--- src/rtl/spb_pkg.sv ---
package spb_pkg;
  localparam int ADDR_W = 32;
  localparam int DATA_W = 32;
  localparam int BE_W   = DATA_W / 8;

  typedef struct packed {
    logic [ADDR_W-1:0] addr;
    logic [DATA_W-1:0] data;
    logic [BE_W-1:0]   be;
  } wr_t;
endpackage

--- src/rtl/spb_route.sv ---
// Per-access routing decision: defer into the queue or bypass it.
module spb_route (
  input  logic en_i,
  input  logic cinh_i,
  input  logic precise_i,
  output logic defer_o
);
  logic force_bypass;
  always_comb begin
    force_bypass = cinh_i & precise_i;
    defer_o      = en_i & ~force_bypass;
  end
endmodule

--- src/rtl/spb_fifo.sv ---
// Queue of pending writes; storage has no reset so it maps to RAM.
module spb_fifo #(
  parameter int DEPTH = 4
) (
  input  logic          clk,
  input  logic          rst,
  input  logic          push_i,
  input  spb_pkg::wr_t  din_i,
  input  logic          pop_i,
  output spb_pkg::wr_t  head_o,
  output logic          empty_o,
  output logic          full_o
);
  localparam int PW = (DEPTH > 1) ? $clog2(DEPTH) : 1;
  localparam int CW = $clog2(DEPTH + 1);
  localparam logic [PW-1:0] LAST = PW'(DEPTH - 1);

  spb_pkg::wr_t mem [DEPTH];
  logic [PW-1:0] wr_ptr, rd_ptr;
  logic [CW-1:0] cnt;

  always_ff @(posedge clk) begin
    if (push_i) mem[wr_ptr] <= din_i;
  end

  always_ff @(posedge clk) begin
    if (rst) begin
      wr_ptr <= '0;
      rd_ptr <= '0;
      cnt    <= '0;
    end else begin
      if (push_i) wr_ptr <= (wr_ptr == LAST) ? '0 : wr_ptr + 1'b1;
      if (pop_i)  rd_ptr <= (rd_ptr == LAST) ? '0 : rd_ptr + 1'b1;
      case ({push_i, pop_i})
        2'b10:   cnt <= cnt + 1'b1;
        2'b01:   cnt <= cnt - 1'b1;
        default: cnt <= cnt;
      endcase
    end
  end

  assign head_o  = mem[rd_ptr];
  assign empty_o = (cnt == '0);
  assign full_o  = (cnt == CW'(DEPTH));


  no_overflow_chk: assert property (@(posedge clk) disable iff (rst)
    push_i |-> (cnt < CW'(DEPTH)));


  no_underflow_chk: assert property (@(posedge clk) disable iff (rst)
    pop_i |-> (cnt != '0));
endmodule

--- src/rtl/spb_outreg.sv ---
// Single registered bus stage with valid/ready handshake.
module spb_outreg (
  input  logic          clk,
  input  logic          rst,
  input  logic          load_i,
  input  spb_pkg::wr_t  din_i,
  input  logic          ready_i,
  output logic          valid_o,
  output spb_pkg::wr_t  dout_o,
  output logic          free_o
);
  assign free_o = ~valid_o | ready_i;

  always_ff @(posedge clk) begin
    if (rst) begin
      valid_o <= 1'b0;
    end else if (free_o) begin
      valid_o <= load_i;
    end
  end

  always_ff @(posedge clk) begin
    if (load_i && free_o) dout_o <= din_i;
  end


  hold_stable_chk: assert property (@(posedge clk) disable iff (rst)
    (valid_o && !ready_i) |=> (valid_o && $stable(dout_o)));


  load_when_free_chk: assert property (@(posedge clk) disable iff (rst)
    load_i |-> free_o);
endmodule

--- src/rtl/store_post_buf.sv ---
module store_post_buf #(
  parameter int DEPTH = 4
) (
  input  logic        clk,
  input  logic        rst,
  input  logic        cfg_we,
  input  logic        cfg_en,
  output logic        buf_en,
  input  logic        cpu_valid,
  output logic        cpu_ready,
  input  logic [31:0] cpu_addr,
  input  logic [31:0] cpu_data,
  input  logic [3:0]  cpu_be,
  input  logic        cpu_cinh,
  input  logic        cpu_precise,
  output logic        bus_valid,
  input  logic        bus_ready,
  output logic [31:0] bus_addr,
  output logic [31:0] bus_data,
  output logic [3:0]  bus_be,
  output logic        empty
);
  spb_pkg::wr_t cpu_ent, head, ob_din, ob_dout;
  logic en_q, defer, q_empty, q_full, ob_free;
  logic q_push, q_pop, byp_acc, ob_load;

  always_ff @(posedge clk) begin
    if (rst)         en_q <= 1'b0;
    else if (cfg_we) en_q <= cfg_en;
  end
  assign buf_en = en_q;

  spb_route route_i (
    .en_i(en_q), .cinh_i(cpu_cinh), .precise_i(cpu_precise), .defer_o(defer)
  );

  assign cpu_ent = '{addr: cpu_addr, data: cpu_data, be: cpu_be};

  always_comb begin
    cpu_ready = defer ? ~q_full : (q_empty & ob_free);
    q_push    = cpu_valid & cpu_ready & defer;
    byp_acc   = cpu_valid & cpu_ready & ~defer;
    q_pop     = ob_free & ~q_empty;
    ob_load   = q_pop | byp_acc;
    ob_din    = q_pop ? head : cpu_ent;
  end

  spb_fifo #(.DEPTH(DEPTH)) fifo_i (
    .clk(clk), .rst(rst), .push_i(q_push), .din_i(cpu_ent), .pop_i(q_pop),
    .head_o(head), .empty_o(q_empty), .full_o(q_full)
  );

  spb_outreg out_i (
    .clk(clk), .rst(rst), .load_i(ob_load), .din_i(ob_din),
    .ready_i(bus_ready), .valid_o(bus_valid), .dout_o(ob_dout), .free_o(ob_free)
  );

  assign bus_addr = ob_dout.addr;
  assign bus_data = ob_dout.data;
  assign bus_be   = ob_dout.be;
  assign empty    = q_empty & ~bus_valid;


  precise_bypass_chk: assert property (@(posedge clk) disable iff (rst)
    (cpu_valid && cpu_ready && cpu_cinh && cpu_precise) |-> !q_push);


  bypass_order_chk: assert property (@(posedge clk) disable iff (rst)
    byp_acc |-> q_empty);


  empty_flag_chk: assert property (@(posedge clk) disable iff (rst)
    empty |-> !bus_valid);


  en_load_chk: assert property (@(posedge clk) disable iff (rst)
    cfg_we |=> (buf_en == $past(cfg_en)));
endmodule

--- config.mk ---
export PLATFORM = sky130hd
export DESIGN_NAME = store_post_buf
export DESIGN_NICKNAME = d
export VERILOG_FILES = /design/src/rtl/spb_pkg.sv /design/src/rtl/spb_route.sv /design/src/rtl/spb_fifo.sv /design/src/rtl/spb_outreg.sv /design/src/rtl/store_post_buf.sv
export SDC_FILE = /design/constraint.sdc
export NUM_CORES = 1
export LEC_CHECK = 0
export BUFFER_PORTS_ARGS = -buffer_cell sky130_fd_sc_hd__buf_4
export CAP_MARGIN = 20
export CORE_UTILIZATION = 58
export CTS_CLUSTER_SIZE = 8
export DETAILED_ROUTE_END_ITERATION = 10
export GPL_TIMING_DRIVEN = 0
export PLACE_DENSITY = 0.79
export SYNTH_ARGS = -nofsm -noshare
export SYNTH_HDL_FRONTEND = slang
export SYNTH_SLANG_ARGS = --single-unit
--- constraint.sdc ---
create_clock -name clk -period 6.2 [get_ports clk]
set_clock_uncertainty 0.1 [all_clocks]
set_input_delay 1.86 -clock clk [delete_from_list [all_inputs] [get_ports clk]]
set_output_delay 1.86 -clock clk [all_outputs]
set_load 0.01 [all_outputs]
Word level (Yosys, flattened, before mapping)
Memory sizes are Yosys's and may differ from the RTL's. A register that Yosys moved wholly into a read port is not among the register bits. Index checks and enable logic that the tools add are counted.

Register bits: 77. Bits in latches: 0. Memory bits (writable): 272. Memory bits (read-only): 0. Input port bits: 76. Output and inout bits: 72. Memories kept: 1.

Memories: fifo_i.mem (words 4, bits a word 68, read ports 1, clocked after Yosys merged registers in 1, write ports 1, RTL line spb_fifo.sv:18) `spb_pkg::wr_t mem [DEPTH];`.

$add $sub $neg: 4. Multipliers: 0. Divide/modulo/power cells: 0. Magnitude comparators: 0. Equality and inequality tests: 5. Shifts and indexed selects: 0. Multiplexer cells: 9. Bitwise logic cells: 15. Reduce and logical (&&, ||, !) cells: 3.

Operator list (count): 2-to-1 mux 68 bit (1); bitwise AND 1 bit (8); 2-to-1 mux 2 bit (4); equality test 2 bit (second input constant) (3); case mux 3 bit (2 select lines) (1); inverter 1 bit (5); adder 2 x 1 -> 2 bit (second input constant) (2); adder 3 x 1 -> 3 bit (second input constant) (1); equality test 3 bit (second input constant) (1); logical NOT 3 bit (1); 2-to-1 mux 1 bit (3); subtractor 3 x 1 -> 3 bit (second input constant) (1); equality test 2 x 1 -> 1 bit (second input constant) (1); bitwise OR 1 bit (2); nonzero test 2 bit (1); logical AND 1 bit (1).

Logic depth before layout (Yosys ltp)
Depth after elaboration: 8. Mapped depth: 9. Mapped depth without buffers: 8.

Hierarchy
From an unflattened synthesis, not the netlist that was laid out.

Cell total of the unflattened synthesis: 564. Area total of the unflattened synthesis: 13349.1 um^2.

By module, submodules not included: spb_fifo (times used 1, cells an instance 404, area an instance 10283.6 um^2, seq. area each 8348.0 um^2); spb_outreg (times used 1, cells an instance 73, area an instance 2097.0 um^2, seq. area each 2062.0 um^2); store_post_buf (times used 1, cells an instance 86, area an instance 957.2 um^2, seq. area each 20.0 um^2); spb_route (times used 1, cells an instance 1, area an instance 11.3 um^2, seq. area each 0.0 um^2).

Worst setup path after synthesis
Ideal clock, no wire load.

Kind: input to register. Start point: in cpu_cinh. End point: reg out_i.dout_o[0] (netlist bit) (enable). Setup time: 0.495 ns. Arrival time: 5.039 ns. Required time: 5.605 ns. Path slack: 0.566 ns. Stages on the path: 3. Path buffers: 0. Cell sequence: a21boi_0 -> o21a_1 -> nor2_1.

Longest elaborated chain between the ends: 8. Elaborated cells between the ends (all ways): 9. Those cells by class: mux (1); bitwise (7); reduce/logical (1).

Ends and longest elaborated chain: from (decl) (RTL line store_post_buf.sv:14) `input logic cpu_cinh,`; bitwise AND 1 bit (*) (RTL line spb_route.sv:10) `force_bypass = cinh_i & precise_i;`; inverter 1 bit (*) (RTL line spb_route.sv:11) `defer_o = en_i & ~force_bypass;`; bitwise AND 1 bit (*) (RTL line spb_route.sv:11); 2-to-1 mux 1 bit (RTL line store_post_buf.sv:40) `cpu_ready = defer ? ~q_full : (q_empty & ob_free);`; bitwise AND 1 bit (RTL line store_post_buf.sv:42) `byp_acc = cpu_valid & cpu_ready & ~defer;`; bitwise AND 1 bit (*) (RTL line store_post_buf.sv:42); bitwise OR 1 bit (*) (RTL line store_post_buf.sv:44) `ob_load = q_pop | byp_acc;`; logical AND 1 bit (*) (RTL line spb_outreg.sv:23) `if (load_i && free_o) dout_o <= din_i;`; to (signal assigned) (RTL line spb_outreg.sv:23); to (decl) (RTL line spb_outreg.sv:9) `output spb_pkg::wr_t dout_o,`.

Mark *: on every way between the ends. The rest lies on a longest branch, timed or not. A chain may end at the register's enable or synchronous reset.

Worst setup path after layout
Start point: in bus_ready. End point: out cpu_ready.

Longest elaborated chain between the ends: 3.

Ends and longest elaborated chain: from (decl) (RTL line store_post_buf.sv:17) `input logic bus_ready,`; bitwise OR 1 bit (RTL line spb_outreg.sv:12) `assign free_o = ~valid_o | ready_i;`; bitwise AND 1 bit (RTL line store_post_buf.sv:40); 2-to-1 mux 1 bit (RTL line store_post_buf.sv:40); to (decl) (RTL line store_post_buf.sv:10) `output logic cpu_ready,`.

Every way passes these cells.

==> summary.md <==
| Metric | Value |
|---|---|
| Outcome | `finished clean` |
| Number of flops mapped to enable cells by yosys | `340` |
| Chain of cells forming the critical path | `buf_4 > nor2b_1 > nor3_1 > o21a_1 > buf_4` |
| Final setup violation count | `0` |
| Post_cts resized | `0` |
| R2r endpoint | `fifo_i.cnt[2]` |
| Startpoint of the lowest-slack hold path | `fifo_i.wr_ptr[1]` |
| Clock input transition at the sequential cells of the worst setup and hold paths | `around 0.05 ns` |
| Storage cell area | `10400 µm²` |
| Combined area of all synthesized cells | `roughly 13000 µm²` |
| Post-synthesis average cell area | `approximately 24 µm²` |
| Final max-slew violation count | `0` |
| Number of max-capacitance violations reported | `0` |
| Cts hold-fix bufs | `0` |
| Count of boundary I/O pins | `~150` |
| Worst Hold Endpoint | `fifo_i.wr_ptr[1]` |
| Final ANT Viol Nets | `0` |
| Pleak | `5.59 nW` |
| Layout filler cell count | `1293` |
| Die height | `about 150 µm` |
| Max frequency | `roughly 210 MHz` |
| DR DRC count | `0` |
| Starting density of the core | `between 50% and 60%` |
| HPWL after DPL | `~15000 µm` |
| Post-route clock period utilization | `between 70% and 80%` |
| Via count | `6267` |
| Worst flop-to-flop path startpoint | `out_i.valid_o` |
| Minimum period implied by the final worst setup slack | `around 4.8 ns` |
| H-tree depth | `2` |
| Source-to-sink clock delay at the later pin of the worst-skew pair | `0.53 ns` |
| Footprint of the multi-input gates | `approximately 2700 µm²` |
| Final Hold Violating Endpoints | `0` |
| Layout Utilization | `between 70% and 80%` |
| Average via count per standard cell | `roughly 5.8` |
| Async S/R FF share, synth | `0%` |
| Critical path capture point type | `primary output` |
| Per-cell routed wire length | `23.5 µm` |
| Number of buffers added for setup after CTS | `0` |
| Number of stages on the worst hold path | `2` |
| PD cells | `456 nW/µm²` |
| Synth top cells by count | `340 x edfxtp_1, 68 x mux4_2, 48 x mux2_2` |
| Quantity of I/O buffers inserted on ports | `147` |
| Element type at the critical path start | `primary input` |
| Actual slew at the worst max-slew pin | `0.900 ns` |
| Hold Path Class | `reg -> reg` |
| Total routed wirelength | `25300 µm` |
| All-layer global routing usage | `roughly 22%` |
| Maximum cell stage delay along the critical path | `between 0.4 and 0.5 ns` |
| Top fanout value on the critical path | `6` |
| Number of global-route vias before repair | `6928` |
| Cell accounting for the most synthesized area | `edfxtp_1` |
| Initial antenna violation count | `0` |
| Post-synthesis sequential area ratio | `78.2%` |
| Worst path arrival time | `about 2.8 ns` |
| WP depth | `5` |
| CTS tree | `done` |
| Rel. slew slack | `39.8%` |
| Root buf cell | `clkbuf_16` |
| Clock buffer depth | `3` |
| Slowest cell on the critical path | `nor2b_1` |
| Final weighted congestion in routability-driven placement | `0.733` |
| IR drop worst, VDD | `284 µV` |
| Most repeated library cell on the critical path | `buf_4` |
| Total number of nets in the final design | `850` |
| Most instantiated flip-flop cell in the synthesis netlist | `edfxtp_1` |
| Most numerous cell in the Yosys netlist | `edfxtp_1` |
| CP Class | `in -> out` |
| Wire length of the first global-routing pass | `approximately 39000 µm` |
| Largest delay contributor family on the critical path | `simple AND/OR/NAND/NOR gates` |
| RSZ-0062 raised after global routing | `no` |
| Setup total negative slack | `0 ns` |
| Portion of synthesized cell area occupied by the leading cell type | `between 70% and 80%` |
| Remaining global-route overflow | `0` |
| ANT cells | `0` |
| Largest net degree at the start of global routing | `between 50 and 60` |
| Number of search-and-repair iterations in the first detailed-routing pass | `4` |
| DRC marker count from the first detailed-route iteration | `400` |
| Die width | `roughly 150 µm` |
| Library cells used by synthesis | `34` |
| Syn Inst Count | `around 560` |
| Row count | `55` |
| Ranking of synthesized cells by area | `edfxtp_1 77%, mux4_2 11%, mux2_2 4.1%` |
| Number of sinks handled by clock tree synthesis | `351` |
| Placeable core region | `about 23000 µm²` |
| Die Area | `23600 µm²` |
| CP Data Required Time | `~4.2 ns` |
| Worst path buffer plus inverter count | `2` |
| Number of cells on the worst reg-to-reg path | `9` |
| Layout cell share with drive strength beyond 1 | `between 40% and 50%` |
| Number of synthesized register bits | `351` |
| TritonCTS Buffers | `49` |
| Count of warnings emitted by yosys | `0` |
| Growth of design area from synthesis to finish | `22.5%` |
| Reg2reg setup slack | `3.22 ns` |
| Post-synthesis net count | `around 650` |
-- report_power, final --
group / switching [W] / total, W / leakage (nW) / internal, W
combinational: 0.000913 / 0.00198 / 1.73 / 0.00107
clock: 0.000895 / 0.00237 / 0.657 / 0.00148
sequential: 0.000102 / 0.00309 / 3.21 / 0.00299
-- how the worst max path moves through the flow --
| stage | start | end |
|---|---|---|
| 3_5_place_dp | bus_ready | cpu_ready |
| 4_1_cts | bus_ready | cpu_ready |
| 3_3_place_gp | cpu_cinh | out_i.dout_o[24] |
| 6_report | bus_ready | cpu_ready |
| 2_1_floorplan | cpu_cinh | out_i.dout_o[0] |
| 5_1_grt | bus_ready | cpu_ready |
-- registers in the layout, summed over array words and instances (netlist names), named ones only --
name	count
fifo_i.wr_ptr	2
fifo_i.rd_ptr	2
buf_en	1
out_i.dout_o	68
out_i.valid_o	1
fifo_i.cnt	3
fifo_i.mem	272
-- layer usage --
| metal | share of wire [%] | routed length, µm | track usage [%] | up-vias |
|---|---|---|---|---|
| met4 | 2.3 | 570 | 8.29 | 0 |
| met1 | 40 | 10100 | 28.1 | 3279 |
| met3 | 5.4 | 1360 | 4.37 | 46 |
| met5 | 0 | 0 | 0 | - |
| li1 | - | - | - | 2749 |
| met2 | 52 | 13300 | 38.4 | 193 |
-- stage by stage --
stage | cells | total power, W | setup slack [ns] | instance area [µm²] | hold WS (ns)
global route | 1073 | 0.00773 | 1.30 | 16300 | 0.458
finish | 1073 | 0.00744 | 1.41 | 16300 | 0.426
detailed placement | 1001 | 0.00513 | 1.45 | 15000 | 0.409
CTS | 1073 | 0.00751 | 1.43 | 16300 | 0.420
global placement | 995 | 0.00508 | -1.80 | 14800 | 0.394
floorplan | 563 | 0.00440 | 0.566 | 13300 | 0.372
-- area by class of cell --
type / count / share of cell area [%]
inverters: 4 / 0.0919
multi-input cells: 183 / 16.8
repair buffers: 153 / 7.72
clock buffers: 71 / 8.27
flip-flops and latches: 351 / 63.9
clock inverters: 1 / 0.0536
well taps: 285 / 2.18
plain buffers: 25 / 1.04
-- kinds of logic after synthesis --
family / after synthesis / share of synthesized area, %
mux: 139 / 18.0
xor+xnor: 2 / 0.131
buf+inv: 29 / 1.39
compound gates: 11 / 0.488
simple gates: 24 / 1.06
flops: 351 / 78.2
fa+ha+maj: 7 / 0.713
-- worst register-to-register path: cells and delay by family (launching register included) --
family          cells  cell delay [ns]
fa+ha+maj           2             0.64
flops               1             0.37
simple gates        3             0.97
compound gates      1             0.17
xor+xnor            1             0.14
buf+inv             2             0.50
-- cell usage in the layout, fill, tap and decap left out, drive strengths merged, types with 2 or more instances in the layout --
cell / instances
inv: 5
o21ai: 3
mux4: 68
and2: 4
nand2b: 3
nor3: 3
edfxtp: 340
o21a: 2
clkbuf: 78
or3: 2
a21oi: 4
mux2i: 3
dfxtp: 11
buf: 171
ha: 6
mux2: 68
nor2: 6
(Power assumes the default switching activity.)
